`src/rtl/prio_ripple_pkg.sv`:
```
package prio_ripple_pkg;

   // Vector of stage idx, computed as base plus idx steps.
   function automatic logic [31:0] stage_vector(input int unsigned base,
                                                input int unsigned step,
                                                input int unsigned idx);
      return 32'(base + idx * step);
   endfunction

endpackage

```
`src/rtl/prio_ack_track.sv`:
```
module prio_ack_track (
   input  logic clk,
   input  logic rst_n,
   input  logic ack_in,
   output logic ack_prev,
   output logic ack_first,
   output logic ack_fall
);

   always_ff @(posedge clk or negedge rst_n) begin
      if (!rst_n) ack_prev <= 1'b0;
      else        ack_prev <= ack_in;
   end

   // First cycle of an acknowledge: the choice of stage is snapshotted here.
   assign ack_first = ack_in & ~ack_prev;
   // Acknowledge has dropped: the chosen stage clears at this edge.
   assign ack_fall  = ack_prev & ~ack_in;

endmodule

```
`src/rtl/prio_stage.sv`:
```
module prio_stage (
   input  logic clk,
   input  logic rst_n,
   input  logic req_set,
   input  logic ack_lvl,
   input  logic ack_prev,
   input  logic ack_first,
   input  logic ack_fall,
   input  logic tok_in,
   output logic tok_out,
   output logic vec_en,
   output logic pend
);

   logic pend_q;
   logic snap_q;
   logic gnt_q;
   logic view;

   // Once acknowledge has lasted a cycle, the chain looks at the snapshot.
   assign view    = ack_prev ? snap_q : pend_q;
   assign vec_en  = tok_in & view;
   assign tok_out = tok_in & ~view;
   assign pend    = pend_q;

   always_ff @(posedge clk or negedge rst_n) begin
      if (!rst_n) begin
         pend_q <= 1'b0;
         snap_q <= 1'b0;
         gnt_q  <= 1'b0;
      end else begin
         // A new set wins over the clear in the same cycle.
         pend_q <= req_set | (pend_q & ~(ack_fall & gnt_q));
         if (ack_first) snap_q <= pend_q;
         gnt_q  <= ack_lvl ? vec_en : 1'b0;
      end
   end

   AST_CLEAR_ON_FALL: assert property (@(posedge clk) disable iff (!rst_n)
      (ack_fall && gnt_q && !req_set) |=> !pend_q);

   AST_GRANT_FROZEN: assert property (@(posedge clk) disable iff (!rst_n)
      (ack_prev && ack_lvl) |-> $stable(vec_en));

   AST_SET_LATCHES: assert property (@(posedge clk) disable iff (!rst_n)
      req_set |=> pend_q);

endmodule

```
`src/rtl/prio_vec_merge.sv`:
```
module prio_vec_merge #(
   parameter int unsigned NUM_SRC  = 4,
   parameter int unsigned VEC_W    = 8,
   parameter int unsigned VEC_BASE = 8'h40,
   parameter int unsigned VEC_STEP = 8'h08
) (
   input  logic [NUM_SRC-1:0] sel,
   output logic [VEC_W-1:0]   bus
);

   import prio_ripple_pkg::*;

   // Open-drain style bus: enabled stages OR their vectors onto it.
   always_comb begin
      bus = '0;
      for (int i = 0; i < NUM_SRC; i++) begin
         if (sel[i]) bus = bus | VEC_W'(stage_vector(VEC_BASE, VEC_STEP, i));
      end
   end

endmodule

```
`src/rtl/prio_ripple_irq.sv`:
```
module prio_ripple_irq #(
   parameter int unsigned NUM_SRC  = 4,
   parameter int unsigned VEC_W    = 8,
   parameter int unsigned VEC_BASE = 8'h40,
   parameter int unsigned VEC_STEP = 8'h08
) (
   input  logic               clk,
   input  logic               rst_n,
   input  logic [NUM_SRC-1:0] src_req,
   input  logic               ack_in,
   output logic               irq_out,
   output logic [VEC_W-1:0]   vec_bus,
   output logic               chain_tail
);

   localparam int unsigned LastVec = VEC_BASE + (NUM_SRC - 1) * VEC_STEP;

   if (NUM_SRC < 2) begin : g_bad_count
      $error("prio_ripple_irq: NUM_SRC must be at least 2");
   end
   if (VEC_W < 1 || VEC_W > 31) begin : g_bad_width
      $error("prio_ripple_irq: VEC_W out of range");
   end
   if (LastVec >= (32'd1 << VEC_W) || VEC_STEP == 0) begin : g_bad_vec
      $error("prio_ripple_irq: vectors do not fit or are not distinct");
   end

   logic               ack_prev;
   logic               ack_first;
   logic               ack_fall;
   logic [NUM_SRC:0]   tok;
   logic [NUM_SRC-1:0] sel;
   logic [NUM_SRC-1:0] pend;

   prio_ack_track u_ack (
      .clk       (clk),
      .rst_n     (rst_n),
      .ack_in    (ack_in),
      .ack_prev  (ack_prev),
      .ack_first (ack_first),
      .ack_fall  (ack_fall)
   );

   assign tok[0] = ack_in;

   for (genvar i = 0; i < NUM_SRC; i++) begin : g_stage
      prio_stage u_stage (
         .clk       (clk),
         .rst_n     (rst_n),
         .req_set   (src_req[i]),
         .ack_lvl   (ack_in),
         .ack_prev  (ack_prev),
         .ack_first (ack_first),
         .ack_fall  (ack_fall),
         .tok_in    (tok[i]),
         .tok_out   (tok[i+1]),
         .vec_en    (sel[i]),
         .pend      (pend[i])
      );
   end

   prio_vec_merge #(
      .NUM_SRC  (NUM_SRC),
      .VEC_W    (VEC_W),
      .VEC_BASE (VEC_BASE),
      .VEC_STEP (VEC_STEP)
   ) u_merge (
      .sel (sel),
      .bus (vec_bus)
   );

   assign irq_out    = |pend;
   assign chain_tail = tok[NUM_SRC];

   AST_ONE_GRANT: assert property (@(posedge clk) disable iff (!rst_n)
      $onehot0(sel));

   AST_IDLE_BUS: assert property (@(posedge clk) disable iff (!rst_n)
      !ack_in |-> (vec_bus == '0 && !chain_tail));

   AST_EMPTY_PASS: assert property (@(posedge clk) disable iff (!rst_n)
      (ack_in && sel == '0) |-> chain_tail);

   AST_REQ_RAISES_IRQ: assert property (@(posedge clk) disable iff (!rst_n)
      (src_req != '0) |=> irq_out);

endmodule

```
`config.mk`:
```
export PLATFORM = sky130hd
export DESIGN_NAME = prio_ripple_irq
export DESIGN_NICKNAME = d
export VERILOG_FILES = /design/src/rtl/prio_ripple_pkg.sv /design/src/rtl/prio_ack_track.sv /design/src/rtl/prio_stage.sv /design/src/rtl/prio_vec_merge.sv /design/src/rtl/prio_ripple_irq.sv
export SDC_FILE = /design/constraint.sdc
export NUM_CORES = 1
export LEC_CHECK = 0
export ABC_AREA = 1
export BUFFER_PORTS_ARGS = -buffer_cell sky130_fd_sc_hd__buf_2
export CAP_MARGIN = 20
export CORE_MARGIN = 1.5
export CORE_UTILIZATION = 30
export CTS_BUF_LIST = sky130_fd_sc_hd__clkbuf_4
export DETAILED_ROUTE_END_ITERATION = 10
export PLACE_DENSITY = 0.52
export SLEW_MARGIN = 30
export SYNTH_ARGS = -nofsm -noshare
export SYNTH_HDL_FRONTEND = slang
export SYNTH_HIERARCHICAL = 1
export SYNTH_SLANG_ARGS = --single-unit
```
`constraint.sdc`:
```
create_clock -name clk -period 1.67 [get_ports clk]
set_input_delay 0.0835 -clock clk [delete_from_list [all_inputs] [get_ports clk]]
set_output_delay 0.0835 -clock clk [all_outputs]
set_load 0.05 [all_outputs]
```
==> run metrics, run 1 <==
Tot Pwr 709.6 uW; clock latency on the worst-skew pair 280 ps; Initial Util 31.84%; GRT Overall Usage 12.75%; FFs w/ async S/R, synth 100.0%; max-cap viol count 0; CTS Root Cell clkbuf_4; CP arrival 1810 ps; drt first pass iters 5; most common cell in the netlist inv_1; Crit path required time 1590 ps; Post-synth EDFFs 0; leading area contributor after synthesis dfrtp_1; Cell Pwr Density 685.0 nW/um^2; Post-DRT Antenna Nets 0; Slew Limit Fails 0; core box area 2212 um^2; register area share after synthesis 46.18%; Max H-tree Level 1; vias in the first global route 555; RSZ-0062 raised after global routing true; CTS tree done; Die W 51.46 um; VDD IR max 488.1 uV; critical path peak fanout 3; Worst R2R Start u_ack/ack_prev; R2R cell count 9; Setup Crit Path Kind flop to primary output; Worst setup startpoint u_ack/ack_prev; Hold Path Cell Cnt 2; DRT iter0 DRCs 5; clock skew 2.958 ps; XOR/XNOR share of the synthesized area 0%; site row count 17; drt wl/cell 10.07 um; DRC viols 0; failing checks setup timing; post-layout min period 1894 ps; Worst-path clk slew 80 ps; fraction of the mapped netlist area in adder cells 0%; vias 593; final setup fails 4; pin count of the biggest net entering global routing 14; Lkg Pwr 0.5571 nW; IO Count 17; maximum root-to-sink buffer count 2; crit start category flop; Distinct cells, synth 13; largest cells by area after synthesis dfrtp_1 46%, inv_1 12%, nand2_1 7.5%; Mapped Cells 87; Reg2Reg Setup Slack 100 ps; Die H 51.46 um; Synth Flop Type dfrtp_1; Synth top area share 46.18%; reg-to-reg endpoint g_stage[3].u_stage/gnt_q; Total Wirelength 1.490 mm; Hold Vio Cnt, Final 0; crit share post-route 113.4%; CP endpoint kind primary output; Nets 128; Worst setup endpoint chain_tail; first-pass GRT wire length 2.415 mm; simple-gate share of the synthesized area 24.33%; setup ws final -224.1 ps; placed instance area 857.1 um^2; Hold Crit Class input pin to flop; Ant. Diodes 0; Fmax achieved 528.0 MHz; Vias/cell 4.007; Yosys reg bits 13; HPWL after detailed placement 1.025 mm; area grow syn2layout 47.07%; grt total ovfl 0; total clock sinks 13; CTS Buf Count 3; antenna violations before repair 0; post-synthesis mux area share 0%; Synth warnings 6; post-route cell area 1036 um^2; run status finished with violations; combined area of all synthesized cells 704.4 um^2; Fillers 232; share of cells above drive strength 1 45.00%; compound-cell area share of the yosys netlist 11.37%; port buffer count 11; main combinational cell family by area after synthesis simple AND/OR/NAND/NOR gates; GPL Wtd Cong 0.7308; most common library cells after synthesis 23 x inv_1, 14 x nand2_1, 13 x dfrtp_1, 6 x nor2_1, 5 x buf_4; Die ar. 2648 um^2; Syn Area/Cell 8.097 um^2
-- routing by layer --
layer  vias to the layer above  part of all wire [%]  track usage (%)
met3                         2                   3.9            2.339
li1                        312                     -                -
met1                       268                    42            14.34
met4                         0                  0.60            6.579
met2                        11                    54            22.65
met5                         -                     0                0
-- sequential cells by signal (all words and copies together), names as in the netlist --
name / flops
g_stage.u_stage/gnt_q: 4
g_stage.u_stage/pend: 4
g_stage.u_stage/snap_q: 4
u_ack/ack_prev: 1
-- repair_timing --
action                     in CTS  in global routing
resized for setup              16                  3
pin swaps                       4                  2
setup buffers                   2                  4
hold buffers                    5                  0
cloned                          0                  0
setup endpoints to repair       4                  5
hold endpoints to repair       17                  0
-- worst min-delay path by stage --
stage | startpoint | end
finish | ack_in | u_ack/ack_prev
global route | ack_in | u_ack/ack_prev
CTS | ack_in | u_ack/ack_prev
detailed placement | rst_n | g_stage[1].u_stage/gnt_q
global placement | rst_n | g_stage[1].u_stage/gnt_q
floorplan | rst_n | g_stage[0].u_stage/gnt_q
-- cell families after synthesis --
logic type	count (synthesis)
flops	13
compound gates	12
other cells	1
buf+inv	28
simple gates	33
-- critical path, cell delays in order, from the launching register on --
cell and delay, ps:
dfrtp_2 430, inv_2 60, nand2_2 50, a21boi_2 140, a21boi_2 200, a21boi_4 210
buf_4 130, a21boi_4 150, buf_6 170
-- metrics by stage --
stage	setup WS [ps]	util (%)	instances	setup TNS (ps)	hold WS [ps]
after floorplan	17.32	-	91	0	-212.1
after global placement	-38.96	38.74	133	-76.29	-14.25
after detailed placement	-84.54	38.74	133	-189.2	-9.849
after CTS	-218.4	45.19	144	-763.2	75.57
after global routing	-320.5	46.83	148	-1229	83.82
final	-224.1	46.83	148	-853.9	89.44
-- final cells by class --
type / count / area, um^2 / area share, %
timing repair buffer: 30 / 250.2 / 24.15
tap: 28 / 35.03 / 3.382
multi-input combinational: 50 / 310.3 / 29.95
inverter: 23 / 86.33 / 8.333
clock buffer: 3 / 22.52 / 2.174
clock inverter: 1 / 5.005 / 0.4831
sequential: 13 / 326.6 / 31.52
-- where the power goes --
| group | switching [mW] | internal, mW |
|---|---|---|
| registers | 0.00619 | 0.332 |
| clock network | 0.108 | 0.0888 |
| logic | 0.108 | 0.0664 |
-- layout by cell type (no fill, tap or decap) --
master         count
buf_6              2
inv_1             19
conb_1             5
clkbuf_4           3
nand2_1           12
a21boi_2           2
buf_2              7
a21boi_4           2
dlygate4sd3_1      5
dfrtp_2            1
nand3_2            4
buf_4             13
clkinv_2           1
or2_4              1
o21ai_0            4
buf_8              3
dfrtp_1           12
inv_2              4
nor2_1             5
nor2_2             5
a21o_1             4
nand2_2            6
Note: power is estimated with default switching activity, not from simulation.
==> run 2: changes to the inputs <==
Settings changed: CORE_ASPECT_RATIO set to 1.2, REMOVE_ABC_BUFFERS set to 1.
==> run 2 against run 1 <==
Net effect:
- the run still ends with setup timing left
- clock power is 4% higher
- utilization is 1.8 points lower
- power is 1.2% lower
- non-clock buffer count is 2 higher
- wire length is 10% lower
- count of clock-buffer cells in the layout is 1 higher
- fmax is 5.0% higher
- combinational power is 8% lower
- critical path type unchanged
- largest power group unchanged
- highest routed layer unchanged
==> run metrics, run 2 (synthesis gave the netlist of run 1 again) <==
run status finished with violations; failing checks setup timing; Die H 56.08 um (+9.0%); Tot Pwr 701.2 uW (-1.2%); CTS Root Cell clkbuf_4; Nets 130 (+1.6%); Hold Vio Cnt, Final 0 (unchanged); Setup Crit Path Kind flop to primary output; Crit-path slowest cell dfrtp_1; Worst R2R Start u_ack/ack_prev; clock latency on the worst-skew pair 270 ps (about the same); HPWL after detailed placement 1.014 mm (-1.0%); grt total ovfl 0 (unchanged); Max H-tree Level 1 (unchanged); area grow syn2layout 44.23%; Hold Crit Class input pin to flop; core box area 2258 um^2 (+2.1%); Slew Limit Fails 0 (unchanged); DRC viols 0 (unchanged); critical path peak fanout 3 (unchanged); GPL Wtd Cong 0.7036 (-3.7%); R2R cell count 11 (+2); Total Wirelength 1.338 mm (-10%); IO Count 17 (unchanged); vias 596 (+0.51%); VDD IR max 295.4 uV (-39%); Fillers 231 (-0.43%); Fmax achieved 554.4 MHz (+5.0%); post-route cell area 1016 um^2 (-1.9%); worst hold start ack_in; post-layout min period 1804 ps (-90.47 ps); CTS Buf Count 3 (unchanged); non-filler instance count after layout 153 (+3.4%); pin count of the biggest net entering global routing 14 (unchanged); share of cells above drive strength 1 39.34% (-5.7 points); Cell Chain, Critical Path inv_1 -> nand2_2 -> a21boi_2 -> a21boi_2 -> a21boi_2 -> nand3_2 -> inv_2 -> or2_1 -> buf_6; antenna violations before repair 0 (unchanged); Vias/cell 3.895 (-2.8%); crit start category flop; first-pass GRT wire length 2.477 mm (+2.6%); Reg2Reg Setup Slack -60 ps (-160 ps); max-cap viol count 0 (unchanged); Critical Path Most Common Cell a21boi_2; port buffer count 11 (unchanged); clock skew 1.086 ps (-1.871 ps); Cell Pwr Density 690.2 nW/um^2 (+0.76%); vias in the first global route 598 (+7.7%); crit share post-route 108.0% (-5.4 points); worst slack, placed -208.5 ps (-124.0 ps); DRT iter0 DRCs 6 (+1); drt first pass iters 4 (-1); CP arrival 1720 ps (-90 ps); CTS tree done; RSZ-0062 raised after global routing true; drt wl/cell 8.745 um (-13%); commonest cells after routing, fill and taps aside 22 x inv_1, 16 x buf_4, 14 x nand2_1, 13 x dfrtp_1, 7 x buf_2; total clock sinks 13 (unchanged); Ant. Diodes 0 (unchanged); Die ar. 2649 um^2 (about the same); Min-Delay Endpoint u_ack/ack_prev; Die W 47.24 um (-8.2%); Max stage delay on crit path 390 ps (-40 ps); Initial Util 31.19% (-0.65 points); Lkg Pwr 0.5624 nW (+0.95%); site row count 19 (+2); Post-DRT Antenna Nets 0 (unchanged); TNS Setup -521.3 ps (+332.6 ps); final setup fails 5 (+1); maximum root-to-sink buffer count 2 (unchanged); Crit path required time 1590 ps (about the same); worst path bufs/invs 3 (unchanged); Worst-path clk slew 80 ps (about the same); GRT Overall Usage 12.71% (-0.036 points); largest delay contributor family on the critical path compound AO/OA/AOI/OAI gates; Hold Path Cell Cnt 2 (unchanged); setup ws final -133.6 ps (+90.47 ps); CP endpoint kind primary output; placed instance area 858.3 um^2 (+0.15%); placed cells 139 (+4.5%); reg-to-reg endpoint g_stage[3].u_stage/gnt_q; most common cell after layout, fill and taps aside inv_1
[run 2: cell types whose count changed in the layout (fill, tap and decap cells not counted), sizes merged]
cell and change:
clkbuf +1, clkinv -1, buf +2
[run 2: worst register-to-register path, delay by kind of cell (launching register included)]
kind	cells	cell delay [ps]
buffers and inverters	5	570
AO/OA/AOI/OAI	3	510
flip-flops	1	390
AND/OR/NAND/NOR	3	210
[run 2: where the power goes]
group	internal (mW)	switching [mW]
sequential	0.331	0.00527
clock	0.109	0.0952
combinational	0.0588	0.102
[run 2: worst max-delay path by stage]
stage,from,end,slack (ps),cells after the start
after floorplan,u_ack/ack_prev,chain_tail,-970,6
after global placement,u_ack/ack_prev,vec_bus[6],-190,10
after detailed placement,u_ack/ack_prev,vec_bus[6],-210,10
after CTS,u_ack/ack_prev,vec_bus[6],-150,10
after global routing,u_ack/ack_prev,vec_bus[4],-300,9
final,u_ack/ack_prev,vec_bus[4],-130,9
[run 2: through the flow]
stage / util [%] / hold slack, ps
6_report: 44.99 / 83.02
5_1_grt: 44.99 / 87.05
4_1_cts: 44.99 / 79.37
3_5_place_dp: 38.01 / -9.681
3_3_place_gp: 38.01 / -18.13
2_1_floorplan: - / -212.1
[run 2: what timing repair did]
action	in CTS	in global routing
gates resized for setup	17	0
pin swaps	2	0
setup buffers	5	0
setup endpoints to repair	5	5
hold buffers	5	0
endpoints found under the hold margin	17	0
[run 2: cell type report]
cell class | instances | area, um^2 | area share, %
Sequential cell | 13 | 325.3 | 32.02
Multi-Input combinational cell | 50 | 285.3 | 28.08
Timing Repair Buffer | 32 | 250.2 | 24.63
Inverter | 23 | 86.33 | 8.498
Tap cell | 31 | 38.79 | 3.818
Clock buffer | 4 | 30.03 | 2.956
[run 2: metal layers]
metal | track usage [%] | routed length (um)
met3 | 1.948 | 43
met2 | 20.27 | 680
met4 | 5.952 | 20
met1 | 16.02 | 593
met5 | 0 | 0
==> run 3: changes to the inputs <==
Settings changed: CTS_BUF_LIST sky130_fd_sc_hd__clkbuf_4 to sky130_fd_sc_hd__clkbuf_8.
==> run 3 against run 2 <==
Net effect:
- the flow still finishes with violations (setup timing)
- highest routed layer is now met3
- largest power group unchanged
- non-clock buffer count decreased by 4
- design area decreased by 2.5%
- power increased by 7.6%
- count of clock-buffer cells in the layout decreased by 1
- final cell count decreased by 2.6%
- register-to-register slack about the same
- via count decreased by 2.0%
- first-iteration DRC count increased by 17%
- sequential power about the same
==> run metrics, run 3 (synthesis gave the netlist of run 1 again) <==
run status finished with violations; failing checks setup timing; Lkg Pwr 0.5542 nW (-1.5%); total clock sinks 13 (unchanged); most common cell after layout, fill and taps aside inv_1; Worst-path clk slew 50 ps (-30 ps); Nets 126 (-3.1%); Total Wirelength 1.305 mm (-2.5%); max-cap viol count 0 (unchanged); Crit path required time 1590 ps (about the same); drt first pass iters 4 (unchanged); Ant. Diodes 0 (unchanged); Fmax achieved 568.0 MHz (+2.4%); IO Count 17 (unchanged); Die W 47.24 um (unchanged); Hold Crit Class input pin to flop; crit start category flop; CTS Root Cell clkbuf_8; Fillers 237 (+2.6%); port buffer count 11 (unchanged); clock latency on the worst-skew pair 230 ps (-40 ps); CTS tree done; GPL Wtd Cong 0.7036 (unchanged); crit share post-route 105.4% (-2.6 points); area grow syn2layout 40.67%; GRT Overall Usage 12.34% (-0.37 points); Tot Pwr 754.5 uW (+7.6%); Post-DRT Antenna Nets 0 (unchanged); share of cells above drive strength 1 39.83% (+0.49 points); Critical Path Most Common Cell a21boi_2; first-pass GRT wire length 2.394 mm (-3.4%); clock skew 1.560 ps (+0.4739 ps); HPWL after detailed placement 1.014 mm (unchanged); Crit-path slowest cell dfrtp_1; top sig layer met3; Setup Crit Path Kind flop to primary output; RSZ-0062 raised after global routing true; commonest cells after routing, fill and taps aside 23 x inv_1, 16 x buf_4, 14 x nand2_1, 13 x dfrtp_1, 7 x buf_2; met2 wire len 686 um (+0.88%); TNS Setup -339.6 ps (+181.7 ps); non-filler instance count after layout 149 (-2.6%); critical path peak fanout 3 (unchanged); Cell Chain, Critical Path inv_1 -> nand2_2 -> a21boi_2 -> a21boi_2 -> a21boi_2 -> nand3_2 -> inv_2 -> or2_1 -> buf_6; antenna violations before repair 0 (unchanged); CP arrival 1680 ps (-40 ps); drt wl/cell 8.758 um (+0.15%); site row count 19 (unchanged); Worst R2R Start u_ack/ack_prev; Max H-tree Level 1 (unchanged); vias in the first global route 591 (-1.2%); Initial Util 31.19% (unchanged); post-layout min period 1761 ps (-43.01 ps); Cell Pwr Density 761.4 nW/um^2 (+10%); DRC viols 0 (unchanged); CTS Buf Count 3 (unchanged); Die ar. 2649 um^2 (unchanged); pin count of the biggest net entering global routing 14 (unchanged); setup ws final -90.63 ps (+43.01 ps); Detail Route met3 WL 37 um (-14%); Vias/cell 3.919 (+0.62%); placed cells 139 (unchanged); VDD IR max 347.5 uV (+18%); Max stage delay on crit path 380 ps (about the same); worst hold start src_req[1]; Hold Vio Cnt, Final 0 (unchanged); maximum root-to-sink buffer count 2 (unchanged); core box area 2258 um^2 (unchanged); Slew Limit Fails 0 (unchanged); final setup fails 5 (unchanged); Die H 56.08 um (unchanged); Worst setup startpoint u_ack/ack_prev; Min Hold Slack 23.83 ps (-59.20 ps); DRT iter0 DRCs 7 (+1); M1 wire length 580 um (-2.2%); grt total ovfl 0 (unchanged); CP endpoint kind primary output; vias 584 (-2.0%)
run 3: through the flow:
stage | util, % | setup slack (ps) | instance area (um^2)
final | 43.88 | -90.63 | 991.0
after global routing | 43.88 | -251.4 | 991.0
after CTS | 43.88 | -102.9 | 991.0
after detailed placement | 38.01 | -208.5 | 858.3
after global placement | 38.01 | -192.5 | 858.3
after floorplan | - | -970.3 | 681.9
run 3: critical path: cells and delay by family (launching register included):
kind / cells / cell delay (ps)
buffers and inverters: 3 / 290
AND/OR/NAND/NOR: 3 / 260
AO/OA/AOI/OAI: 3 / 510
flip-flops: 1 / 380
run 3: area by class of cell:
class                           count  area (um^2)  area share (%)
Multi-Input combinational cell     50        285.3           28.79
Timing Repair Buffer               28        210.2           21.21
Inverter                           23        86.33           8.712
Clock inverter                      1        3.754          0.3788
Clock buffer                        3        41.29           4.167
Sequential cell                    13        325.3           32.83
Tap cell                           31        38.79           3.914
run 3: final timing paths:
kind	to	slack [ps]	cells past startpoint
worst min-delay path	g_stage[1].u_stage/pend	20	2
worst max-delay path	vec_bus[4]	-90	9
max in group asynchronous	g_stage[2].u_stage/gnt_q	1180	2
worst max register to register	g_stage[3].u_stage/gnt_q	-60	11
min in group asynchronous	g_stage[1].u_stage/snap_q	270	2
worst min register to register	g_stage[0].u_stage/snap_q	530	2
run 3: power breakdown:
| group | internal, mW | switching (mW) |
|---|---|---|
| logic | 0.0528 | 0.101 |
| registers | 0.332 | 0.00523 |
| clock network | 0.162 | 0.101 |
| total | 0.547 | 0.208 |
run 3: what timing repair did:
item | CTS | global route
gates resized for setup | 17 | 0
endpoints found under the setup margin | 5 | 5
buffers inserted | 5 | 0
hold buffers | 1 | 0
hold endpoints to repair | 13 | 0
pin swaps | 2 | 0
run 3: routing by layer:
metal | global-route usage (%) | vias up
met1 | 15.20 | 269
met2 | 19.88 | 11
met4 | 5.952 | 0
met5 | 0 | -
met3 | 1.948 | 0
li1 | - | 304
